==> config.mk <==
export PLATFORM = sky130hd
export DESIGN_NAME = i2c_addr_recog
export DESIGN_NICKNAME = d
export VERILOG_FILES = /design/src/rtl/i2c_ar_pkg.sv /design/src/rtl/i2c_ar_sync.sv /design/src/rtl/i2c_ar_fsm.sv /design/src/rtl/i2c_addr_recog.sv
export SDC_FILE = /design/constraint.sdc
export NUM_CORES = 1
export LEC_CHECK = 0
export CAP_MARGIN = 15
export CORE_MARGIN = 3
export CORE_UTILIZATION = 45
export CTS_CLUSTER_DIAMETER = 80
export DETAILED_ROUTE_END_ITERATION = 12
export GPL_ROUTABILITY_DRIVEN = 1
export HOLD_SLACK_MARGIN = 0.12
export PLACE_DENSITY = 0.73
export SLEW_MARGIN = 20
export SYNTH_ARGS = -nofsm -noshare
export SYNTH_HDL_FRONTEND = slang
export SYNTH_HIERARCHICAL = 1
export SYNTH_SLANG_ARGS = --single-unit
export TNS_END_PERCENT = 50
==> constraint.sdc <==
create_clock -name clk -period 2.3 [get_ports clk]
set_input_delay 0.23 -clock clk [delete_from_list [all_inputs] [get_ports clk]]
set_output_delay 0.23 -clock clk [all_outputs]
set_load 0.02 [all_outputs]
==> src/rtl/i2c_ar_pkg.sv <==
package i2c_ar_pkg;
  localparam int AR_ADDR_W  = 7;
  localparam int AR_FRAME_W = AR_ADDR_W + 1;

  typedef enum logic [2:0] {
    ST_IDLE,
    ST_ADDR,
    ST_WAIT_ACK,
    ST_ACK,
    ST_ACTIVE,
    ST_IGNORE,
    ST_ERR
  } ar_state_e;

  // Masked compare: bits set in mask are left out of the comparison.
  function automatic logic addr_hit(input logic [AR_ADDR_W-1:0] rx,
                                    input logic [AR_ADDR_W-1:0] own,
                                    input logic [AR_ADDR_W-1:0] mask);
    return ((rx ^ own) & ~mask) == '0;
  endfunction

  function automatic logic is_gen_call(input logic [AR_FRAME_W-1:0] frame);
    return frame == '0;
  endfunction
endpackage

==> src/rtl/i2c_ar_sync.sv <==
module i2c_ar_sync #(
  parameter int STAGES = 2
) (
  input  logic clk,
  input  logic rst_n,
  input  logic scl_i,
  input  logic sda_i,
  output logic sda_s,
  output logic start_ev,
  output logic stop_ev,
  output logic scl_rise,
  output logic scl_fall
);
  logic [STAGES-1:0] scl_chain, sda_chain;
  logic scl_q, sda_q, scl_s;

  generate
    if (STAGES == 1) begin : g_one
      always_ff @(posedge clk or negedge rst_n)
        if (!rst_n) begin
          scl_chain <= '1;
          sda_chain <= '1;
        end else begin
          scl_chain <= scl_i;
          sda_chain <= sda_i;
        end
    end else begin : g_many
      always_ff @(posedge clk or negedge rst_n)
        if (!rst_n) begin
          scl_chain <= '1;
          sda_chain <= '1;
        end else begin
          scl_chain <= {scl_chain[STAGES-2:0], scl_i};
          sda_chain <= {sda_chain[STAGES-2:0], sda_i};
        end
    end
  endgenerate

  assign scl_s = scl_chain[STAGES-1];
  assign sda_s = sda_chain[STAGES-1];

  always_ff @(posedge clk or negedge rst_n)
    if (!rst_n) begin
      scl_q <= 1'b1;
      sda_q <= 1'b1;
    end else begin
      scl_q <= scl_s;
      sda_q <= sda_s;
    end

  assign start_ev = scl_s & scl_q & sda_q & ~sda_s;
  assign stop_ev  = scl_s & scl_q & ~sda_q & sda_s;
  assign scl_rise = scl_s & ~scl_q;
  assign scl_fall = ~scl_s & scl_q;
endmodule

==> src/rtl/i2c_ar_fsm.sv <==
module i2c_ar_fsm
  import i2c_ar_pkg::*;
(
  input  logic                  clk,
  input  logic                  rst_n,
  input  logic                  sda_s,
  input  logic                  start_ev,
  input  logic                  stop_ev,
  input  logic                  scl_rise,
  input  logic                  scl_fall,
  input  logic [AR_ADDR_W-1:0]  own_addr,
  input  logic [AR_ADDR_W-1:0]  addr_mask,
  input  logic                  gc_en,
  input  logic                  ack_en,
  input  logic                  err_clr,
  output logic                  sda_low,
  output logic                  frame_done,
  output logic [AR_FRAME_W-1:0] next_frame,
  output logic                  set_adrs,
  output logic                  set_gcs,
  output logic                  set_err
);
  localparam int CNT_W = $clog2(AR_FRAME_W);
  localparam logic [CNT_W-1:0] LAST_BIT = CNT_W'(AR_FRAME_W - 1);

  ar_state_e             state;
  logic [CNT_W-1:0]      bit_cnt;
  logic [AR_FRAME_W-2:0] shreg;
  logic                  acc_gc, acc_adr;
  logic                  line_ev, in_byte;

  assign line_ev    = start_ev | stop_ev;
  assign next_frame = {shreg, sda_s};
  assign in_byte    = (state == ST_ADDR && bit_cnt != '0) ||
                      state == ST_WAIT_ACK || state == ST_ACK;
  assign frame_done = state == ST_ADDR && scl_rise && !line_ev && bit_cnt == LAST_BIT;
  assign set_err    = in_byte && line_ev;
  assign set_adrs   = state == ST_WAIT_ACK && scl_fall && !line_ev && acc_adr;
  assign set_gcs    = state == ST_WAIT_ACK && scl_fall && !line_ev && acc_gc;
  assign sda_low    = state == ST_ACK;

  always_ff @(posedge clk or negedge rst_n)
    if (!rst_n) begin
      state   <= ST_IDLE;
      bit_cnt <= '0;
      shreg   <= '0;
      acc_gc  <= 1'b0;
      acc_adr <= 1'b0;
    end else if (set_err) begin
      state <= ST_ERR;
    end else begin
      unique case (state)
        ST_IDLE: if (start_ev) begin
          state   <= ST_ADDR;
          bit_cnt <= '0;
        end
        ST_ADDR: begin
          if (start_ev) bit_cnt <= '0;
          else if (stop_ev) state <= ST_IDLE;
          else if (scl_rise) begin
            shreg   <= next_frame[AR_FRAME_W-2:0];
            bit_cnt <= bit_cnt + 1'b1;
            if (bit_cnt == LAST_BIT) begin
              state   <= ST_WAIT_ACK;
              acc_gc  <= is_gen_call(next_frame) & gc_en & ack_en;
              acc_adr <= !is_gen_call(next_frame) & ack_en &
                         addr_hit(next_frame[AR_FRAME_W-1:1], own_addr, addr_mask);
            end
          end
        end
        ST_WAIT_ACK: if (scl_fall) state <= (acc_gc || acc_adr) ? ST_ACK : ST_IGNORE;
        ST_ACK:      if (scl_fall) state <= ST_ACTIVE;
        ST_ACTIVE, ST_IGNORE: begin
          if (start_ev) begin
            state   <= ST_ADDR;
            bit_cnt <= '0;
          end else if (stop_ev) state <= ST_IDLE;
        end
        ST_ERR:  if (err_clr) state <= ST_IDLE;
        default: state <= ST_IDLE;
      endcase
    end
endmodule

==> src/rtl/i2c_addr_recog.sv <==
module i2c_addr_recog
  import i2c_ar_pkg::*;
#(
  parameter int SYNC_STAGES = 2
) (
  input  logic                  clk,
  input  logic                  rst_n,
  input  logic                  scl_i,
  input  logic                  sda_i,
  output logic                  sda_release_o,
  output logic                  scl_release_o,
  input  logic [AR_ADDR_W-1:0]  own_addr_i,
  input  logic [AR_ADDR_W-1:0]  addr_mask_i,
  input  logic                  gc_en_i,
  input  logic                  ack_en_i,
  input  logic                  clr_we_i,
  input  logic [2:0]            clr_bits_i,
  output logic                  adrs_o,
  output logic                  gcs_o,
  output logic                  buserr_o,
  output logic [AR_FRAME_W-1:0] snoop_o
);
  logic sda_s, start_ev, stop_ev, scl_rise, scl_fall;
  logic sda_low, frame_done, set_adrs, set_gcs, set_err, err_clr;
  logic clr_adrs, clr_gcs, clr_err;
  logic [AR_FRAME_W-1:0] next_frame;

  i2c_ar_sync #(.STAGES(SYNC_STAGES)) u_sync (
    .clk(clk), .rst_n(rst_n), .scl_i(scl_i), .sda_i(sda_i),
    .sda_s(sda_s), .start_ev(start_ev), .stop_ev(stop_ev),
    .scl_rise(scl_rise), .scl_fall(scl_fall)
  );

  assign clr_adrs = clr_we_i & clr_bits_i[0];
  assign clr_gcs  = clr_we_i & clr_bits_i[1];
  assign clr_err  = clr_we_i & clr_bits_i[2];
  assign err_clr  = clr_err & buserr_o;

  i2c_ar_fsm u_fsm (
    .clk(clk), .rst_n(rst_n), .sda_s(sda_s),
    .start_ev(start_ev), .stop_ev(stop_ev),
    .scl_rise(scl_rise), .scl_fall(scl_fall),
    .own_addr(own_addr_i), .addr_mask(addr_mask_i),
    .gc_en(gc_en_i), .ack_en(ack_en_i), .err_clr(err_clr),
    .sda_low(sda_low), .frame_done(frame_done), .next_frame(next_frame),
    .set_adrs(set_adrs), .set_gcs(set_gcs), .set_err(set_err)
  );

  always_ff @(posedge clk or negedge rst_n)
    if (!rst_n) begin
      adrs_o   <= 1'b0;
      gcs_o    <= 1'b0;
      buserr_o <= 1'b0;
      snoop_o  <= '0;
    end else begin
      adrs_o   <= set_adrs | (adrs_o & ~clr_adrs);
      gcs_o    <= set_gcs | (gcs_o & ~clr_gcs);
      buserr_o <= set_err | (buserr_o & ~clr_err);
      if (frame_done) snoop_o <= next_frame;
    end

  assign sda_release_o = ~sda_low;
  assign scl_release_o = 1'b1;
endmodule

* Yosys cells after proc, flatten, opt, wreduce, memory -nomap -nowiden *
Cells that the tools add are included.

word-level totals
  output and inout port bits = 13
  word-level logic and storage cells = 111
  input bits = 24
  flip-flop bits (word level) = 32

cells by class
  equality and inequality tests = 18
  muxes and demuxes = 18
  reduce and logical (&&, ||, !) cells = 25
  bitwise gates (word level) = 36
  add/subtract/negate cells = 1

operator list
  cell                                                                      count
  3-bit 2-to-1 mux                                                          16
  1-bit AND                                                                 18
  3-bit case mux with 6 select lines                                        1
  3-bit equality test (second input constant)                               4
  1-bit inverter                                                            11
  5-bit AND reduction                                                       2
  1-bit logical AND                                                         9
  3-bit by 2-bit inequality test with 1-bit output (second input constant)  3
  8-bit zero test                                                           1
  4-bit by 2-bit inequality test with 1-bit output (second input constant)  2
  8-bit AND reduction                                                       1
  7-bit AND                                                                 1
  7-bit zero test                                                           1
  7-bit inverter                                                            1
  7-bit bitwise XOR                                                         1
  3-bit by 2-bit equality test with 1-bit output (second input constant)    2
  3-bit by 1-bit inequality test with 1-bit output (second input constant)  2
  3-bit inequality test (second input constant)                             2
  3-bit case mux with 2 select lines                                        1
  6-bit AND reduction                                                       1
  4-bit by 3-bit inequality test with 1-bit output (second input constant)  1
  1-bit bitwise OR                                                          4
  3-bit by 1-bit adder with 3-bit output (second input constant)            1
  3-bit by 1-bit equality test with 1-bit output (second input constant)    1
  8 further kinds                                                           11

* Logic depth before layout (Yosys ltp) *
Gate-level depths: netlist of the first run.

  depth in word-level cells = 8
  mapped depth = 7
  gate-level depth less buffers = 7

* Cells and area by module *
Netlist of the first run, hierarchy kept.

by module, submodules not included
  module          sequential area each (sq um)  area each (sq um)  cells each  instances
  i2c_ar_fsm      375.4                         982.2              99          1
  i2c_addr_recog  275.3                         461.7              30          1
  i2c_ar_sync     157.7                         192.7              10          1

* Least setup slack after synthesis of the first run *
Ideal clock, no wire load.

  path type = register to register
  start point = register u_sync.sda_q
  end point = register snoop_o[0]
  arrival time = 1730 ps
  path slack = 445 ps
  cell stages (with the launch flop) = 7
  buffers on the path = 1
  period minus slack after synthesis = 1855 ps
  setup time = 125 ps
  required time = 2175 ps
  cell sequence = dfstp_2 -> and4b_1 -> and4bb_4 -> nand3_1 -> inv_1 -> buf_6 -> mux2_4

between the ends
  longest elaborated chain between the ends = 7
  elaborated cells on any way between the ends = 9
  those cells by class = 6 x bitwise; 3 x reduce/logical

RTL lines
  element                         line                  source
  start: declaration              i2c_ar_sync.sv:15     logic scl_q, sda_q, scl_s;
  start signal: assignment        i2c_ar_sync.sv:48     sda_q <= sda_s;
  1-bit inverter                  i2c_ar_sync.sv:52     assign stop_ev = scl_s & scl_q & ~sda_q & sda_s;
  1-bit AND (2 in a row)          i2c_ar_sync.sv:52
  via stop_ev                     i2c_addr_recog.sv:23  logic sda_s, start_ev, stop_ev, scl_rise, scl_fall;
  1-bit bitwise OR                i2c_ar_fsm.sv:32      assign line_ev = start_ev | stop_ev;
  1-bit zero test                 i2c_ar_fsm.sv:36      assign frame_done = state == ST_ADDR && scl_rise && !line_ev && bit_cnt == LAST_BIT;
  1-bit logical AND (2 in a row)  i2c_ar_fsm.sv:36
  via frame_done                  i2c_addr_recog.sv:24  logic sda_low, frame_done, set_adrs, set_gcs, set_err, err_clr;
  end signal: assignment          i2c_addr_recog.sv:59  if (frame_done) snoop_o <= next_frame;
  end: declaration                i2c_addr_recog.sv:21  output logic [AR_FRAME_W-1:0] snoop_o

The timed path passes the listed nets, and every way through them passes these cells.
A chain may end at the register's enable or synchronous reset.

* Final worst setup path of the first run *
  start point = register u_fsm.state[2]
  end point = output sda_release_o

between the ends
  longest elaborated chain between the ends = 2

RTL lines
  element                                         line                  source
  start: declaration                              i2c_ar_fsm.sv:26      ar_state_e state;
  start signal: assignment                        i2c_ar_fsm.sv:71      ST_WAIT_ACK: if (scl_fall) state <= (acc_gc || acc_adr) ? ST_ACK : ST_IGNORE;
  3-bit by 2-bit equality test with 1-bit output  i2c_ar_fsm.sv:40      assign sda_low = state == ST_ACK;
  via sda_low                                     i2c_addr_recog.sv:24
  1-bit inverter                                  i2c_addr_recog.sv:62  assign sda_release_o = ~sda_low;
  end: declaration                                i2c_addr_recog.sv:10  output logic sda_release_o,

The timed path passes the listed nets, and every way through them passes these cells.

==> impl_metrics.toml, run 1 <==
[yosys]
avgSynthCellArea_um2 = 11.8
synth_compound_area_frac = 0.112
ys_seq_elements = 32
synth_ff_type = "dfrtp_1"
syn-instance-count = 139
postSynthNetCount = 166
synth_area_um2 = 1640
synth-edff-count = 0
synth-xor-area-share = 0.0375
seq_area_frac_synth = 0.494
synth_largest_area_cell = "dfrtp_1"
synth.distinct_cells = 41
synthSimpleGateAreaFrac = 0.148
synth_mux_area_frac = 0.138
synth_top_family_by_area = "simple AND/OR/NAND/NOR gates"
synth_top_area_frac = 0.398
yosys_warnings = 6
synth_fa_ha_area_frac = 0.0229
async_flop_share = 1.00
synth.area.top_cells = "dfrtp_1 40%, dfstp_2 9.6%, mux2_4 8.3%"

[power_and_ir_drop]
p_seq_frac = 0.490
pwr-share-clk = 0.186
p_comb_frac = 0.324
switching_share = 0.338
finalPower_mw = 1.75
vdd_drop_max_mv = 0.459
power_density_nw_per_um2 = 844
leakage_nw = 0.945
p_int_mw = 1.16
switchingPower_mw = 0.591

[drt]
drtAntennaViolNets = 0
routed_wl_mm = 3.11
first_pass_iters = 4
drcViolationCount = 0
vias = 1170
viasPerCell = 5.22
wl_per_cell_um = 13.9
drtIter0Drc = 64

[setup_path]
r2r_end = "snoop_o[7]"
rr_worst_depth = 6
start_kind = "flop"
crit_slowest_cell = "dfrtp_1"
cpPeakStageDelay_ns = 0.59
cp_cell_sequence = "nor2b_1 -> and2_1 -> inv_1 -> clkdlybuf4s50_1"
critPathRequiredTime_ns = 2.07
crit_type = "flop to primary output"
arrival_ns = 1.84
end_kind = "primary output"
cp_num_buf_inv = 2
r2r-start = "u_sync/sda_q"
crit_fanout = 14
crit_family = "buffers and inverters"
r2r_slack_ns = 0.31

[floorplan]
die_height_um = 66.3
die_width_um = 66.3
fp.dieArea_um2 = 4400
pin_count = 37
row_count = 21
coreArea_um2 = 3420
start_util = 0.479

[clock_tree]
cts_setup_buffers = 0
cts.sinks = 32
cts-htree-levels = 2
ctsResizeCount = 0
max-clock-path-buffers = 2
cts_made_buffers = 5
cts_tree = "done"
clkTransAtPathRegs_ns = 0.09
root_buffer = "clkbuf_4"
clkLatencyLatePin_ns = 0.33
ctsHoldBuffers = 0

[global_routing]
grt_pass1_wl_mm = 5.41
first_global_vias = 1225
globalRouteOverflowTotal = 0
antenna_found_initial = 0
grt_max_degree = 33
track_usage = 0.165

[sta]
slew_violations = 0
layout_min_cycle_time_ns = 2.07
timing.final.crit_share = 0.899
tns_ns = 0
fin_skew_ns = 0.00482
fmax_mhz = 484
hold_viol_final = 0
rsz0062_at_grt = "no"
setup_viol_count_final = 0

[place]
gp_congestion = 0.838
port_buffers = 35
dp.final_hpwl_mm = 2.37

[cells_and_area]
nFillCells = 304
drive_above_1_share = 0.213
syn_to_final_growth_pct = 26.5
nets = 204
antenna_cells = 0

[hold_path]
min_path_type = "input port to asynchronous set/reset pin"

[job]
maxCapViolCount = 0

[status]
outcome = "finished, final reports clean"
-- how the worst max path moves through the flow --
stage                              start       endpoint  slack [ns]  depth (start not counted)
after global placement      u_sync/sda_q     snoop_o[7]        0.36                          6
after global routing      u_fsm/state[2]  sda_release_o        0.11                          4
after CTS                 u_fsm/state[2]  sda_release_o        0.22                          4
final                     u_fsm/state[2]  sda_release_o        0.23                          4
after detailed placement    u_sync/sda_q     snoop_o[7]        0.31                          6
after floorplan             u_sync/sda_q     snoop_o[0]        0.45                          6
-- layer usage --
layer / GRT usage / vias up / share of wire
met5: 0 / - / 0
met3: 0.0646 / 7 / 0.066
met4: 0.0736 / 0 / 0.019
met1: 0.205 / 544 / 0.46
met2: 0.253 / 43 / 0.46
li1: - / 576 / -
-- cell usage after synthesis, types with 2 or more instances --
library cell / count
a21o_1: 4
a21oi_1: 3
a22o_2: 2
and2_1: 4
and4b_1: 3
buf_2: 2
buf_4: 2
buf_6: 2
dfrtp_1: 26
dfstp_2: 6
ha_1: 3
inv_1: 7
mux2_2: 8
mux2_4: 9
nand2_1: 7
nor2_1: 5
nor2b_1: 2
nor3_1: 3
nor3b_1: 2
nor4_1: 3
o21ai_0: 4
o22ai_1: 6
or3_1: 2
xnor2_1: 7
-- power groups by stage --
stage	clock, mW	combinational [mW]	sequential [mW]
finish	0.325	0.566	0.856
global route	0.372	0.630	0.881
floorplan	0	0.469	0.794
detailed placement	0	0.570	0.864
global placement	0	0.552	0.856
CTS	0.343	0.570	0.855
-- cell type report --
cell class	instances	area [um2]	area share
sequential	32	808	0.390
timing repair buffer	37	365	0.176
inverter	7	26.3	0.0127
tap	46	57.6	0.0278
clock buffer	8	58.8	0.0284
multi-input combinational	94	754	0.364
-- per-stage QoR --
step	cells	utilization	worst slack (ns)	area, um2	hold WS (ns)
after floorplan	139	-	0.445	1640	-0.0656
after global placement	216	0.589	0.360	2010	0.347
after detailed placement	216	0.589	0.312	2010	0.347
after CTS	224	0.606	0.216	2070	0.285
after global routing	224	0.606	0.114	2070	0.276
final	224	0.606	0.233	2070	0.284
-- registers in the layout, summed over array words and instances (netlist names), 2 cells and up --
| name | cells |
|---|---|
| u_fsm/state | 3 |
| u_sync/sda_chain | 2 |
| snoop_o | 8 |
| u_fsm/bit_cnt | 3 |
| u_fsm/shreg | 7 |
| u_sync/scl_chain | 2 |
-- logic make-up after synthesis --
kind of cell    Yosys count
simple gates             40
flops                    32
compound gates           26
mux                      17
buf+inv                  13
xor+xnor                  7
fa+ha+maj                 3
other cells               1
-- layout by cell type, fill, tap and decap left out, drive strengths merged, types with 4 or more instances in the layout --
| cell type | instances |
|---|---|
| a21o | 4 |
| clkdlybuf4s50 | 35 |
| dfrtp | 26 |
| o22ai | 6 |
| and2 | 4 |
| clkbuf | 8 |
| o21ai | 4 |
| mux2 | 17 |
| nand2 | 7 |
| xnor2 | 7 |
| nor2 | 6 |
| inv | 7 |
| dfstp | 6 |
No activity file was read; power rests on OpenSTA's default activity.
==> run 2: changes to the inputs <==
CTS_BUF_LIST = sky130_fd_sc_hd__clkbuf_8   (was default)
==> impl_metrics.toml, run 2 (synthesized netlist as in run 1, its figures left out) <==
[status]
outcome = "finished, final reports clean"

[floorplan]
coreArea_um2 = 3420
die_height_um = 66.3
fp.dieArea_um2 = 4400
start_util = 0.479
pin_count = 37
row_count = 21
die_width_um = 66.3

[cells_and_area]
syn_to_final_growth_pct = 28.4
largest_register_ffs = 8
stdcell_area_um2 = 2100
antenna_cells = 0
largest_register = "snoop_o"
largestRegisters = "snoop_o (8), u_fsm/shreg (7)"
layout_commonest_cell = "clkdlybuf4s50_1"
drive_above_1_share = 0.213
final_cell_mix = "35 x clkdlybuf4s50_1, 26 x dfrtp_1, 9 x inv_1, 9 x mux2_4, 8 x mux2_2"
nets = 204

[setup_path]
start_kind = "flop"
critPathRequiredTime_ns = 2.46
end_kind = "flop"
arrival_ns = 2.17
startpoint = "u_sync/sda_q"
crit_fanout = 8
r2r-start = "u_sync/sda_q"
rr_worst_depth = 6
crit_type = "flop to flop"
endpoint = "snoop_o[7]"
r2r_slack_ns = 0.29
r2r_end = "snoop_o[7]"

[global_routing]
globalRouteOverflowTotal = 0
grt_pass1_wl_mm = 5.40
track_usage = 0.165
antenna_found_initial = 0
first_global_vias = 1221
grt_max_degree = 33

[drt]
dr_wl_met3_um = 182
vias = 1164
route.top_layer_used = "met4"
viasPerCell = 5.20
drcViolationCount = 0
first_pass_iters = 4
wl_per_cell_um = 14.0
routed_wl_mm = 3.14
met2WireLength_mm = 1.44
wl_met1_mm = 1.45
drtAntennaViolNets = 0
drtIter0Drc = 89

[clock_tree]
cts_made_buffers = 5
cts-htree-levels = 2
ctsResizeCount = 0
cts_setup_buffers = 0
cts_tree = "done"
cts.sinks = 32
clkLatencyLatePin_ns = 0.28
clkTransAtPathRegs_ns = 0.06
ctsHoldBuffers = 0
max-clock-path-buffers = 2
root_buffer = "clkbuf_8"

[sta]
hold_viol_final = 0
timing.final.crit_share = 0.873
fin_skew_ns = 0.00256
slew_violations = 0
rsz0062_at_grt = "no"
fmax_mhz = 498
setup_viol_count_final = 0
layout_min_cycle_time_ns = 2.01
tns_ns = 0

[power_and_ir_drop]
power_density_nw_per_um2 = 875
vdd_drop_max_mv = 0.395
leakage_nw = 0.967

[place]
postPlaceCellArea_um2 = 2010
port_buffers = 35
gp_congestion = 0.838
dp.final_hpwl_mm = 2.37

[hold_path]
min_path_type = "input port to asynchronous set/reset pin"

[job]
maxCapViolCount = 0
-- run 2: final cells by class --
cell class	instances	area [um2]
repair buffers	37	365
clock buffers	6	82.6
well taps	46	57.6
multi-input cells	94	754
clock inverters	2	7.51
fillers	301	1310
flip-flops and latches	32	808
inverters	7	26.3
-- run 2: worst min path at each step --
| stage | slack, ns | startpoint | end |
|---|---|---|---|
| after floorplan | -0.07 | rst_n | adrs_o |
| after global placement | 0.35 | u_sync/sda_chain[0] | u_sync/sda_chain[1] |
| after detailed placement | 0.35 | u_sync/sda_chain[0] | u_sync/sda_chain[1] |
| after CTS | 0.35 | rst_n | u_fsm/state[2] |
| after global routing | 0.35 | scl_i | u_sync/scl_chain[0] |
| final | 0.35 | rst_n | buserr_o |
-- run 2: through the flow --
| step | instances | hold WS [ns] | worst slack [ns] | util | power [mW] |
|---|---|---|---|---|---|
| after global placement | 216 | 0.347 | 0.360 | 0.589 | 1.41 |
| after floorplan | 139 | -0.0656 | 0.445 | - | 1.26 |
| after CTS | 224 | 0.349 | 0.286 | 0.615 | 1.86 |
| after global routing | 224 | 0.351 | 0.194 | 0.615 | 1.98 |
| final | 224 | 0.346 | 0.292 | 0.615 | 1.84 |
| after detailed placement | 216 | 0.347 | 0.312 | 0.589 | 1.43 |
-- run 2: where the power goes --
group | total [mW] | internal (mW) | switching [mW]
clock | 0.416 | 0.234 | 0.181
sequential | 0.857 | 0.677 | 0.180
combinational | 0.567 | 0.330 | 0.237
-- run 2: worst max-delay path: stages, from the launching register on --
cell and delay (ns):
dfstp_2 0.52, and4b_1 0.23, and4bb_4 0.38, nand3_1 0.16
inv_1 0.10, buf_4 0.19, mux2_4 0.31
-- run 2: per-layer routing --
layer / global-route usage / vias up
met5: 0 / -
met2: 0.253 / 44
met1: 0.205 / 544
met4: 0.0964 / 0
met3: 0.0493 / 5
li1: - / 571
==> run 3: changes to the inputs <==
ABC_AREA = 1   (was default)
PLACE_DENSITY = 0.72   (was 0.73)
RECOVER_POWER = 100   (was default)
==> impl_metrics.toml, run 3 <==
[place]
port_buffers = 35
gp_congestion = 0.861
dp.final_hpwl_mm = 2.61
place_ws_ns = 0.523

[global_routing]
grt_pass1_wl_mm = 5.98
antenna_found_initial = 0
track_usage = 0.180
globalRouteOverflowTotal = 0
grt_max_degree = 33
first_global_vias = 1410

[sta]
timing.final.crit_share = 0.886
layout_min_cycle_time_ns = 2.04
tns_ns = 0
fmax_mhz = 491
tightest_slew_ns = 1.64
holdWs_ns = 0.361
setup_viol_count_final = 0
slew_violations = 33
hold_viol_final = 0
fin_ws_ns = 0.262
relSlewSlack = -0.0928
rsz0062_at_grt = "no"
fin_skew_ns = 0.00696

[yosys]
syn-instance-count = 222
yosys-top-cells-count = "62 x nand2_1, 37 x inv_1, 27 x nor2_1, 26 x dfrtp_1, 23 x o21ai_0"
synth-edff-count = 0
yosys_warnings = 6
ys_seq_elements = 32
async_flop_share = 1.00
avgSynthCellArea_um2 = 7.73
synth_ff_type = "dfrtp_1"
synth_area_um2 = 1720
synth_most_common_cell = "nand2_1"
synth_top_area_frac = 0.379
postSynthNetCount = 249
synth_largest_area_cell = "dfrtp_1"
seq_area_frac_synth = 0.471
synth.area.top_cells = "dfrtp_1 38%, nand2_1 14%, dfstp_2 9.2%"
synth.distinct_cells = 25

[setup_path]
start_kind = "flop"
cpPeakStageDelay_ns = 0.64
end_kind = "primary output"
critPathRequiredTime_ns = 2.07
arrival_ns = 1.81
r2r_slack_ns = 0.42
crit_fanout = 7
rr_worst_depth = 8
endpoint = "sda_release_o"
cp_cell_sequence = "inv_2 -> nor2_1 -> inv_1 -> dlygate4sd3_1"
r2r-start = "u_sync/sda_chain[1]"
crit_slowest_cell = "dlygate4sd3_1"
startpoint = "u_fsm/state[1]"
crit_type = "flop to primary output"
r2r_end = "u_fsm/shreg[1]"

[drt]
drtIter0Drc = 93
first_pass_iters = 4
vias = 1430
drcViolationCount = 0
routed_wl_mm = 3.39
viasPerCell = 4.64
wl_per_cell_um = 11.0
drtAntennaViolNets = 0

[clock_tree]
cts_tree = "done"
max-clock-path-buffers = 2
root_buffer = "clkbuf_8"
cts_setup_buffers = 0
cts_made_buffers = 5
cts-htree-levels = 2
cts.sinks = 32
ctsResizeCount = 0
clkTransAtPathRegs_ns = 0.06
ctsHoldBuffers = 0
clkLatencyLatePin_ns = 0.28

[power_and_ir_drop]
vdd_drop_max_mv = 0.442
finalPower_mw = 1.88
power_density_nw_per_um2 = 876
leakage_nw = 1.05

[cells_and_area]
largestRegisters = "snoop_o (8), u_fsm/shreg (7)"
drive_above_1_share = 0.0763
syn_to_final_growth_pct = 25.0
final_cell_mix = "66 x nand2_1, 39 x inv_1, 27 x nor2_1"
nFillCells = 315
antenna_cells = 0
seqCellArea_um2 = 808
nets = 288
largest_register = "snoop_o"
multi_input_area_um2 = 702
layout_commonest_cell = "nand2_1"
largest_register_ffs = 8

[floorplan]
fp.dieArea_um2 = 4590
die_width_um = 67.8
start_util = 0.491
row_count = 21
coreArea_um2 = 3490
die_height_um = 67.8
pin_count = 37

[status]
violations = "max-capacitance violations, max-slew violations"
outcome = "finished with violations"

[job]
maxCapViolCount = 1

[hold_path]
min_path_type = "flop to flop"
[run 3: cell count changes in the layout (fill, tap and decap cells not counted), moves of 4 or more]
cell / before / now
a21o_1: 4 / 0
clkdlybuf4s50_1: 35 / 21
o21ai_0: 4 / 23
nand2_1: 7 / 66
and2_1: 4 / 0
nor2_1: 5 / 27
nand3_1: 1 / 10
mux2_4: 9 / 0
dlygate4sd3_1: 0 / 14
mux2_2: 8 / 0
o22ai_1: 6 / 1
xnor2_1: 7 / 3
inv_1: 9 / 39
[run 3: power by group]
part / switching, mW / leakage (nW) / internal (mW)
logic: 0.390 / 0.603 / 0.267
registers: 0.142 / 0.400 / 0.684
clock network: 0.195 / 0.0505 / 0.203
total: 0.726 / 1.05 / 1.15
[run 3: metal layers]
metal  GRT usage  vias to the layer above  routed length [um]
met3      0.0715                        2                 189
met4      0.0709                        0                  17
met5           0                        -                   0
li1            -                      752                   -
met2       0.272                       33                1540
met1       0.228                      643                1640
[run 3: final cells by class]
class / instances / share of cell area
flip-flops and latches: 32 / 0.377
multi-input cells: 148 / 0.327
repair buffers: 36 / 0.165
inverters: 38 / 0.0665
clock buffers: 5 / 0.0321
well taps: 46 / 0.0268
clock inverters: 3 / 0.00583
[run 3: cell families after synthesis]
kind of cell	count (synthesis)	synth area share
compound gates	29	0.0889
simple gates	112	0.298
fa+ha+maj	3	0.0219
buf+inv	42	0.103
other cells	1	0.00218
flops	32	0.471
xor+xnor	3	0.0153
[run 3: worst min-delay path by stage]
| stage | to | start | cells after the start | slack [ns] |
|---|---|---|---|---|
| 2_1_floorplan | adrs_o | rst_n | 0 | -0.07 |
| 3_3_place_gp | u_sync/sda_chain[1] | u_sync/sda_chain[0] | 0 | 0.35 |
| 3_5_place_dp | u_sync/scl_chain[1] | u_sync/scl_chain[0] | 0 | 0.35 |
| 4_1_cts | u_sync/sda_chain[0] | sda_i | 1 | 0.34 |
| 5_1_grt | u_sync/sda_chain[1] | u_sync/sda_chain[0] | 0 | 0.37 |
| 6_report | u_sync/scl_chain[1] | u_sync/scl_chain[0] | 0 | 0.36 |
[run 3: critical path: cells and delay by family (launching register included)]
family                 cells  cell delay (ns)
buffers and inverters      3             0.80
and+or+nand+nor            1             0.16
DFF                        1             0.57
[run 3: per-stage QoR]
stage | cell area [um2] | utilization | instances
finish | 2150 | 0.614 | 308
global route | 2150 | 0.614 | 308
CTS | 2180 | 0.624 | 308
detailed placement | 2100 | 0.600 | 300
global placement | 2100 | 0.600 | 300
floorplan | 1720 | - | 222
